--- src/rtl/tc_pkg.sv ---
package tc_pkg;

    parameter int TC_CHAR_W    = 7;
    parameter int TC_LOCATIONS = 120;
    parameter int TC_SP1_DLY   = 5;
    parameter int TC_SP2_DLY   = 8;
    parameter int TC_WIN_LEN   = 30;

    typedef enum logic [1:0] {
        PH_IDLE   = 2'd0,
        PH_DELAY  = 2'd1,
        PH_WINDOW = 2'd2
    } tc_phase_e;

    typedef struct packed {
        logic overrun;
        logic count_bad;
    } tc_flags_t;

    function automatic int f_count_w(input int n);
        return $clog2(n + 1);
    endfunction

endpackage

--- src/rtl/tc_strobe_timer.sv ---
module tc_strobe_timer
    import tc_pkg::*;
#(
    parameter int SP1_DLY = TC_SP1_DLY,
    parameter int SP2_DLY = TC_SP2_DLY,
    parameter int WIN_LEN = TC_WIN_LEN
) (
    input  logic      clk,
    input  logic      rst,
    input  logic      abort,
    input  logic      go,
    output logic      busy,
    output logic      win,
    output logic      sp1,
    output logic      sp2,
    output logic      close,
    output tc_phase_e phase
);
    localparam int LAST = SP1_DLY + WIN_LEN;
    localparam int CW   = f_count_w(LAST);

    logic [CW-1:0] cnt;

    always_ff @(posedge clk) begin
        if (rst || abort) begin
            cnt <= '0;
        end else if (cnt == '0) begin
            if (go) cnt <= CW'(1);
        end else if (cnt == CW'(LAST)) begin
            cnt <= '0;
        end else begin
            cnt <= cnt + 1'b1;
        end
    end

    always_comb begin
        busy  = (cnt != '0);
        win   = (cnt > CW'(SP1_DLY));
        sp1   = (cnt == CW'(SP1_DLY + 1));
        sp2   = (cnt == CW'(SP2_DLY + 1));
        close = (cnt == CW'(LAST));
        if (!busy)    phase = PH_IDLE;
        else if (win) phase = PH_WINDOW;
        else          phase = PH_DELAY;
    end

    p_open_after_delay_r3: assert property (@(posedge clk) disable iff (rst)
        $rose(win) |-> ($past(cnt) == CW'(SP1_DLY)));
    p_sp2_inside_r3: assert property (@(posedge clk) disable iff (rst)
        sp2 |-> (phase == PH_WINDOW));

endmodule

--- src/rtl/tc_level_latch.sv ---
module tc_level_latch
    import tc_pkg::*;
#(
    parameter int CHAR_W = TC_CHAR_W
) (
    input  logic              clk,
    input  logic              rst,
    input  logic              clr,
    input  logic              hold_clr,
    input  logic [CHAR_W-1:0] levels,
    input  logic              jam,
    input  logic              load,
    input  logic              drop,
    output logic [CHAR_W-1:0] stage2
);
    logic [CHAR_W-1:0] stage1;

    genvar g;
    generate
        for (g = 0; g < CHAR_W; g++) begin : g_bit
            always_ff @(posedge clk) begin
                if (rst || clr || hold_clr || jam) stage1[g] <= 1'b0;
                else if (levels[g])                stage1[g] <= 1'b1;
            end
            always_ff @(posedge clk) begin
                if (rst || clr || drop) stage2[g] <= 1'b0;
                else if (load)          stage2[g] <= stage1[g];
            end
        end
    endgenerate

    p_inhibit_empty_r5: assert property (@(posedge clk) disable iff (rst)
        hold_clr |=> (stage1 == '0));

endmodule

--- src/rtl/tc_char_counter.sv ---
module tc_char_counter
    import tc_pkg::*;
#(
    parameter int LOCATIONS = TC_LOCATIONS,
    parameter int AW        = f_count_w(LOCATIONS)
) (
    input  logic          clk,
    input  logic          rst,
    input  logic          clr,
    input  logic          advance,
    input  logic          spr_ok,
    input  logic          spr_busy,
    input  logic          read_end,
    output logic [AW-1:0] addr,
    output logic          full,
    output logic          end_read,
    output tc_flags_t     flags
);
    assign full = (addr == AW'(LOCATIONS));

    always_ff @(posedge clk) begin
        if (rst || clr) begin
            addr     <= '0;
            end_read <= 1'b0;
            flags    <= '0;
        end else begin
            if (advance && !full) addr <= addr + 1'b1;
            end_read <= spr_ok && full;
            if (spr_busy) flags.overrun <= 1'b1;
            if (read_end && !full) flags.count_bad <= 1'b1;
        end
    end

    p_addr_limit_r7: assert property (@(posedge clk) disable iff (rst)
        addr <= AW'(LOCATIONS));
    p_addr_step_r4: assert property (@(posedge clk) disable iff (rst)
        (advance && !full && !clr) |=> (addr == $past(addr) + 1'b1));
    p_overrun_sticky_r6: assert property (@(posedge clk) disable iff (rst)
        (flags.overrun && !clr) |=> flags.overrun);

endmodule

--- src/rtl/tape_char_capture.sv ---
module tape_char_capture
    import tc_pkg::*;
#(
    parameter int CHAR_W    = TC_CHAR_W,
    parameter int LOCATIONS = TC_LOCATIONS,
    parameter int SP1_DLY   = TC_SP1_DLY,
    parameter int SP2_DLY   = TC_SP2_DLY,
    parameter int WIN_LEN   = TC_WIN_LEN,
    parameter int AW        = f_count_w(LOCATIONS)
) (
    input  logic              clk,
    input  logic              rst,
    input  logic              read_start,
    input  logic              read_end,
    input  logic              inhibit,
    input  logic [CHAR_W-1:0] level_in,
    input  logic              sprocket,
    output logic [CHAR_W-1:0] wr_gate,
    output logic              wr_window,
    output logic              sp1_strobe,
    output logic              sp2_strobe,
    output logic [AW-1:0]     wr_addr,
    output logic              end_read,
    output logic              overrun_err,
    output logic              count_err
);
    logic              busy, close, full, accepted, go;
    logic [CHAR_W-1:0] stage2;
    tc_phase_e         phase;
    tc_flags_t         flags;

    assign accepted = sprocket && !inhibit && !busy;
    assign go       = accepted && !full;

    tc_strobe_timer #(.SP1_DLY(SP1_DLY), .SP2_DLY(SP2_DLY), .WIN_LEN(WIN_LEN)) u_timer (
        .clk(clk), .rst(rst), .abort(read_start), .go(go),
        .busy(busy), .win(wr_window), .sp1(sp1_strobe), .sp2(sp2_strobe),
        .close(close), .phase(phase)
    );

    tc_level_latch #(.CHAR_W(CHAR_W)) u_latch (
        .clk(clk), .rst(rst), .clr(read_start), .hold_clr(inhibit),
        .levels(level_in), .jam(accepted), .load(go), .drop(close),
        .stage2(stage2)
    );

    tc_char_counter #(.LOCATIONS(LOCATIONS), .AW(AW)) u_count (
        .clk(clk), .rst(rst), .clr(read_start), .advance(close),
        .spr_ok(accepted), .spr_busy(sprocket && !inhibit && busy),
        .read_end(read_end), .addr(wr_addr), .full(full),
        .end_read(end_read), .flags(flags)
    );

    assign wr_gate     = wr_window ? ~stage2 : '0;
    assign overrun_err = flags.overrun;
    assign count_err   = flags.count_bad;

    p_end_no_window_r7: assert property (@(posedge clk) disable iff (rst)
        end_read |-> (phase == PH_IDLE));
    p_clear_start_r9: assert property (@(posedge clk) disable iff (rst)
        read_start |=> (wr_addr == '0 && !overrun_err && !count_err && !wr_window));

endmodule

--- config.mk ---
export PLATFORM = sky130hd
export DESIGN_NAME = tape_char_capture
export DESIGN_NICKNAME = d
export VERILOG_FILES = /design/src/rtl/tc_pkg.sv /design/src/rtl/tc_strobe_timer.sv /design/src/rtl/tc_level_latch.sv /design/src/rtl/tc_char_counter.sv /design/src/rtl/tape_char_capture.sv
export SDC_FILE = /design/constraint.sdc
export NUM_CORES = 1
export LEC_CHECK = 0
export BUFFER_PORTS_ARGS = -buffer_cell sky130_fd_sc_hd__buf_2
export CORE_ASPECT_RATIO = 1.75
export CORE_MARGIN = 2
export CORE_UTILIZATION = 47
export DETAILED_ROUTE_END_ITERATION = 12
export PLACE_DENSITY = 0.7
export SKIP_LAST_GASP = 1
export SLEW_MARGIN = 0
export SYNTH_ARGS = -nofsm -noshare
export SYNTH_HDL_FRONTEND = slang
export SYNTH_HIERARCHICAL = 1
export SYNTH_SLANG_ARGS = --single-unit
--- constraint.sdc ---
create_clock -name clk -period 2.25 [get_ports clk]
set_clock_uncertainty 0.15 [all_clocks]
set_input_delay 0.225 -clock clk [delete_from_list [all_inputs] [get_ports clk]]
set_output_delay 0.225 -clock clk [all_outputs]
set_load 0.01 [all_outputs]
; Word-level counts from Yosys, hierarchy flattened
; Cells that the tools add are included.
; Widths: inputs -> output; s select.
[op_classes]
addsub = 2
order_cmp = 1
eq_ne = 5
muxes = 4
bitwise = 1
n_reduce_logical = 16
[op_table]
columns = cell, count
row1 = $mux 6, 3
row2 = $add 7x1->7 const B, 1
row3 = $eq 7x7->1 const B, 1
row4 = $logic_and 1x1->1, 7
row5 = $mux 7, 1
row6 = $not 7->7, 1
row7 = $add 6x1->6 const B, 1
row8 = $eq 6x3->1 const B, 1
row9 = $eq 6x4->1 const B, 1
row10 = $eq 6x6->1 const B, 1
row11 = $gt 6x3->1 const B, 1
row12 = $logic_not 6->1, 1
row13 = $reduce_bool 6->1, 1
row14 = $logic_or 1x1->1, 4
row15 = $logic_not 1->1, 3
row16 = $ne 2x2->1 const B, 1
[word_totals]
ff_bits = 30
out_inout_bits = 20
elab_cells = 48

; Depth between registers and ports, before layout
; Gate-level depths: netlist of the first run.
[logic_depth]
word_depth = 6
mapped_depth = 8
ltp_nobuf = 7

; By module
; The synthesis of the first run kept the hierarchy.
[by_module_without_submodules]
columns = module, n_inst, cells_per_inst, area_per_inst_um2, seq_area_each_um2
row1 = tc_level_latch, 1, 39, 465.4, 280.3
row2 = tc_char_counter, 1, 53, 449.2, 200.2
row3 = tc_strobe_timer, 1, 50, 424.2, 120.1
row4 = tape_char_capture, 1, 10, 76.3, 0.0

; Worst setup path after synthesis of the first run
; Ideal clock, no wire load.
[synth_path]
path_type = reg-to-reg
start = register u_timer.cnt[2]
end = register u_latch.stage2[0]
setup_ns = 0.114
arrival_time_ns = 2.090
setup_slack_ns = -0.104
path_stages_with_launch = 8
n_path_buf = 2
cell_sequence = dfxtp_1 -> buf_6 -> or3_4 -> or2_4 -> nor4b_2 -> clkbuf_1 -> mux2i_1 -> nor2_1
[synth_via]
elab_chain_cells = 4
word_cells_on_any_way = 6
[synth_lines]
columns = element, line
row1 = from (decl), tc_strobe_timer.sv:22  ; logic [CW-1:0] cnt;
row2 = from (signal assigned), tc_strobe_timer.sv:32  ; cnt <= cnt + 1'b1;
row3 = $reduce_bool 6->1, tc_strobe_timer.sv:37  ; busy = (cnt != '0);
row4 = named net busy, tape_char_capture.sv:27  ; logic busy, close, full, accepted, go;
row5 = $logic_not 1->1, --
row6 = $logic_and 1x1->1, tape_char_capture.sv:32  ; assign accepted = sprocket && !inhibit && !busy;
row7 = $logic_and 1x1->1, tape_char_capture.sv:33  ; assign go = accepted && !full;
row8 = named net go, tape_char_capture.sv:27
row9 = "to (signal, indexed assignment)", tc_level_latch.sv:27  ; else if (load) stage2[g] <= stage1[g];
row10 = to (decl), tc_level_latch.sv:14  ; output logic [CHAR_W-1:0] stage2
; The timed path passes the listed nets, and every way through them passes these cells.
; A chain may end at the register's enable or synchronous reset.

; Worst setup path after layout of the first run
[layout_path]
start = register u_timer.cnt[0]
end = output port wr_gate[0]
[layout_via]
elab_chain_cells = 2
[layout_lines]
columns = element, line
row1 = $gt 6x3->1, tc_strobe_timer.sv:38  ; win = (cnt > CW'(SP1_DLY));
row2 = $mux 7, tape_char_capture.sv:54  ; assign wr_gate = wr_window ? ~stage2 : '0;
row3 = to (decl), tape_char_capture.sv:18  ; output logic [CHAR_W-1:0] wr_gate,
; Every way passes these cells.

==> results.py, run 1 <==
metrics = {
    "final_layout": {
        "diodes": 0,
        "post-route-util": 0.619,
        "drive_gt1_frac": 0.301,
        "fin_area_sq_um": 1770,
        "syn_to_final_growth_pct": 27.0,
        "layout_commonest_cell": "buf_2",
        "n_fill_cell": 263,
        "multi_input_area_sq_um": 744,
        "seq_area_sq_um": 602,
        "stdcell_count": 221,
        "final_nets": 211,
        "final_cell_mix": "buf_2, dfxtp_1, nor2_1",
    },
    "routing": {
        "wl_met2_microns": 1420,
        "drt-total-wl_microns": 2800,
        "wl_per_cell_microns": 12.7,
        "ant_nets": 0,
        "drtPass1Iterations": 4,
        "drt_iter0_drc": 10,
        "dr_wl_met3_microns": 135,
        "via_per_inst": 5.27,
        "drc_errors": 0,
        "num_vias": 1164,
        "met1Wirelength_microns": 1140,
        "highest_layer": "met4",
    },
    "sta": {
        "period_share": 0.952,
        "post-route-min-period_ns": 2.14,
        "setup_viol": 0,
        "drv_slew": 0,
        "hold_viol": 0,
        "worstMarginPinSlew_ns": 0.494,
        "max_freq_mhz": 467,
        "max_slew_margin": 0.668,
        "setup_slack_ns": 0.109,
    },
    "critical_path": {
        "startpoint": "u_timer/cnt[0]",
        "start_kind": "flop",
        "reg2reg_slack_ns": 0.21,
        "crit_type": "reg2out",
        "cpPeakStageDelay_ns": 0.51,
        "rr_worst_depth": 6,
        "reg2reg_from": "u_timer/cnt[4]",
        "cp_data_required_time_ns": 1.88,
        "crit_end": "wr_gate[0]",
        "worst-path-stages": 6,
        "crit_fanout": 8,
        "critPathCaptureType": "primary output",
        "cp_cell_sequence": "inv_1, ha_4, nor2_1, a2111o_1, nor2b_1, buf_2",
        "path_buf_inv": 2,
        "path_delay_family": "compound AO/OA/AOI/OAI gates",
        "worst_ep_arrival_time_ns": 1.77,
        "rr_endpoint": "u_latch/stage2[3]",
        "cp_slowest_cell": "a2111o_1",
    },
    "placed_design": {
        "place_area_sq_um": 1580,
        "port_buffers": 32,
        "hpwl_microns": 2100,
        "dpl.cell_count": 206,
        "finalWeightedCongestion": 0.810,
        "dp_slack_ns": 0.198,
    },
    "hold_path": {
        "hp-start": "level_in[6]",
        "holdCritPathClass": "in2reg",
    },
    "power_and_ir_drop": {
        "p_leak_uw": 0.000761,
        "powerDensity_nw_per_um2": 633,
        "netSwitchingFraction": 0.211,
        "seqPwrFrac": 0.484,
        "combinationalPowerShare": 0.066,
        "p_int_uw": 884,
        "p_switching_uw": 237,
        "p_clk_frac": 0.450,
        "peakVddDrop_uv": 517,
    },
    "die": {
        "core_sq_um": 2860,
        "fp.dieH_microns": 76.1,
        "rows": 26,
        "dieArea_sq_um": 3440,
        "pin_count": 33,
        "start_util": 0.487,
        "die_w_microns": 45.2,
    },
    "clocking": {
        "htree_num_levels": 2,
        "clock-root-buffer": "clkbuf_8",
        "cts_buffers": 5,
        "clk_latency_ns": 0.28,
        "cts_tree": "done",
        "cts.clk_slew.worst_paths_ns": 0.06,
        "clkSinkCount": 30,
        "cts_max_path_buffers": 2,
    },
    "global_route": {
        "overflow": 0,
        "grt_antenna_before_repair": 0,
        "grt_use_total": 0.183,
        "grt_pass1_vias": 1118,
        "grt_pass1_wl_microns": 4680,
        "grt_max_degree": 11,
    },
    "status": {
        "status": "finished clean",
    },
    "logic_synthesis": {
        "yosysWarningCount": 6,
        "syn_avg_cell_area_sq_um": 9.36,
        "syn_inst": 149,
        "syn_nets": 168,
        "syn_area_sq_um": 1400,
    },
    "job": {
        "maxCapViolations": 0,
    },
}
-- sequential cells by signal, summed over array words and instances, names as in the netlist --
register and count:
u_latch/stage1 7, u_count/flags 2, u_timer/cnt 6, u_latch/stage2 7, u_count/end_read 1, u_count/addr 7
-- through the flow --
step	hold slack, ns	power, uW	setup TNS [ns]
after global placement	0.270	615	0
after floorplan	0.185	593	0
after detailed placement	0.276	618	0
final	0.00129	1120	0
after global routing	0.00541	1160	-0.00180
after CTS	0.00355	1130	0
-- how the worst min path moves through the flow --
stage	slack, ns	depth (start not counted)	to
floorplan	0.19	1	u_latch/stage1[0]
global placement	0.27	2	u_latch/stage1[0]
detailed placement	0.28	2	u_latch/stage1[5]
CTS	0.004	2	u_latch/stage1[6]
global route	0.005	2	u_latch/stage1[6]
finish	0.001	2	u_latch/stage1[6]
-- power by group through the flow --
| stage | Clock [uW] | Sequential [uW] | Combinational (uW) |
|---|---|---|---|
| 2_1_floorplan | 0 | 554 | 39.3 |
| 3_3_place_gp | 0 | 554 | 61.2 |
| 3_5_place_dp | 0 | 554 | 63.4 |
| 4_1_cts | 518 | 542 | 71.6 |
| 5_1_grt | 538 | 544 | 81.7 |
| 6_report | 504 | 543 | 74.4 |
-- timing repair --
action | 4_1_cts | 5_1_grt
endpoints found under the hold margin | 6 | 0
resized for setup | 0 | 4
hold buffers | 6 | 0
setup buffers | 0 | 1
gates cloned | 0 | 0
pin swaps | 1 | 2
endpoints found under the setup margin | 7 | 7
-- final cells by class --
class,instances,area share
Inverter,6,0.0127
Sequential cell,30,0.340
Timing Repair Buffer,43,0.145
Tap cell,28,0.0198
Multi-Input combinational cell,106,0.420
Clock buffer,8,0.0621
-- per-layer routing --
layer,vias to the layer above,track usage
li1,597,-
met1,526,0.192
met2,31,0.306
met3,10,0.0450
met4,0,0.115
met5,-,0
(Power assumes the default switching activity.)
==> inputs of run 2 (changes only) <==
--- a/config.mk
+++ b/config.mk
@@ -5,12 +5,12 @@
 export SDC_FILE = /design/constraint.sdc
 export NUM_CORES = 1
 export LEC_CHECK = 0
-export BUFFER_PORTS_ARGS = -buffer_cell sky130_fd_sc_hd__buf_2
 export CORE_ASPECT_RATIO = 1.75
 export CORE_MARGIN = 2
-export CORE_UTILIZATION = 47
+export CORE_UTILIZATION = 55
 export DETAILED_ROUTE_END_ITERATION = 12
-export PLACE_DENSITY = 0.7
+export DONT_BUFFER_PORTS = 1
+export PLACE_DENSITY = 0.69
 export SKIP_LAST_GASP = 1
 export SLEW_MARGIN = 0
 export SYNTH_ARGS = -nofsm -noshare
==> results.py, run 2 (same netlist as run 1, synthesis figures left out) <==
metrics = {
    "sta": {
        "worstMarginPinSlew_ns": 0.516,
        "hold_viol": 0,
        "rsz0062_at_grt": "true",
        "max_freq_mhz": 467,
        "max_slew_margin": 0.653,
        "period_share": 0.951,
        "setup_slack_ns": 0.110,
        "tns_ns": 0,
        "setup_viol": 0,
        "drv_slew": 0,
        "post-route-min-period_ns": 2.14,
    },
    "clocking": {
        "clkSinkCount": 30,
        "cts.clk_slew.worst_paths_ns": 0.06,
        "cts_setup_buffers": 0,
        "cts_buffers": 5,
        "htree_num_levels": 2,
        "cts_max_path_buffers": 2,
        "clock-root-buffer": "clkbuf_8",
        "clk_latency_ns": 0.28,
        "cts_tree": "done",
    },
    "global_route": {
        "grt_pass1_wl_microns": 4730,
        "grt_pass1_vias": 1196,
        "grt_use_met3": 0.0867,
        "grt_use_total": 0.204,
        "overflow": 0,
        "top_usage_layer": "met2",
        "use_met2": 0.392,
        "grt_antenna_before_repair": 0,
        "grt_max_degree": 11,
        "gr-usage-met1": 0.177,
    },
    "die": {
        "start_util": 0.567,
        "pin_count": 33,
        "die_w_microns": 42.1,
        "core_sq_um": 2460,
        "rows": 24,
        "dieArea_sq_um": 2970,
        "fp.dieH_microns": 70.6,
    },
    "power_and_ir_drop": {
        "p_leak_uw": 0.000623,
        "powerDensity_nw_per_um2": 682,
        "peakVddDrop_uv": 583,
    },
    "final_layout": {
        "layout_commonest_cell": "dfxtp_1",
        "diodes": 0,
        "final_nets": 184,
        "top_regs": "u_count/addr (7), u_latch/stage1 (7), u_latch/stage2 (7)",
        "final_cell_mix": "dfxtp_1, nor2_1, nand2_1",
        "drive_gt1_frac": 0.145,
        "syn_to_final_growth_pct": 18.0,
    },
    "critical_path": {
        "reg2reg_slack_ns": 0.16,
        "rr_endpoint": "u_latch/stage2[4]",
        "reg2reg_from": "u_timer/cnt[1]",
        "cp_slowest_cell": "a2111o_1",
        "path_buf_inv": 1,
        "cp_data_required_time_ns": 1.88,
        "worst_ep_arrival_time_ns": 1.77,
        "cpPeakStageDelay_ns": 0.50,
        "start_kind": "flop",
        "path_delay_family": "compound AO/OA/AOI/OAI gates",
        "crit_type": "reg2out",
        "cp_cell_sequence": "inv_1, ha_1, nor2_1, a2111o_1, nor2b_2",
        "critPathCaptureType": "primary output",
        "crit_fanout": 8,
        "rr_worst_depth": 8,
    },
    "placed_design": {
        "dp_slack_ns": 0.178,
        "port_buffers": 0,
        "finalWeightedCongestion": 0.773,
        "hpwl_microns": 2010,
    },
    "routing": {
        "via_per_inst": 5.79,
        "drt_iter0_drc": 18,
        "drtPass1Iterations": 5,
        "num_vias": 1111,
        "drt-total-wl_microns": 2780,
        "wl_per_cell_microns": 14.5,
        "drc_errors": 0,
        "ant_nets": 0,
    },
    "job": {
        "maxCapViolations": 0,
    },
    "hold_path": {
        "hold_depth": 2,
        "holdPathEnd": "u_timer/cnt[4]",
        "holdCritPathClass": "in2reg",
        "hp-start": "read_start",
    },
    "status": {
        "status": "finished clean",
    },
}
run 2: what timing repair did:
action / CTS / global route
hold buffers: 11 / 0
setup endpoints to repair: 0 / 6
hold endpoints to repair: 9 / 0
resized for setup: 0 / 1
run 2: through the flow:
stage | cell area, sq um | hold slack [ns] | cells | total power [uW] | utilization
after global placement | 1430 | 0.186 | 173 | 600 | 0.579
final | 1650 | 0.00960 | 192 | 1120 | 0.669
after floorplan | 1400 | 0.185 | 149 | 593 | -
after global routing | 1650 | 0.0156 | 192 | 1170 | 0.669
after detailed placement | 1430 | 0.189 | 173 | 601 | 0.579
after CTS | 1640 | 0.00144 | 192 | 1140 | 0.668
run 2: worst reg2reg max path, cell delays in order (launching register included):
cell	delay, ns
dfxtp_1	0.34
inv_1	0.13
ha_1	0.23
nand2b_1	0.10
or2_4	0.27
nor4b_2	0.25
buf_4	0.24
mux2i_1	0.21
nor2_1	0.06
run 2: layer usage:
metal  up-vias  share of wire
li1        543              -
met1       525           0.36
met2        38           0.56
met3         5          0.069
met4         0          0.014
met5         -              0
run 2: how the worst max path moves through the flow:
stage                        start                 to  slack [ns]  cells after the start
finish              u_timer/cnt[1]         wr_gate[6]        0.11                      5
global route        u_timer/cnt[0]         wr_gate[4]       -0.01                      5
CTS                 u_timer/cnt[1]         wr_gate[0]        0.05                      5
detailed placement  u_timer/cnt[1]  u_latch/stage2[4]        0.18                      8
global placement    u_timer/cnt[4]  u_latch/stage2[3]        0.26                      6
floorplan           u_timer/cnt[2]  u_latch/stage2[0]        0.01                      7
run 2: where the power goes:
part | total (uW) | switching [uW] | internal (uW)
combinational | 64.5 | 31.1 | 33.4
sequential | 543 | 5.25 | 538
clock | 515 | 190 | 325
run 2: area by class of cell:
class	count	area, sq um
Clock buffer	5	68.8
Clock inverter	3	40.0
Fill cell	208	816
Inverter	6	22.5
Multi-Input combinational cell	106	734
Sequential cell	30	601
Tap cell	26	32.5
Timing Repair Buffer	16	148
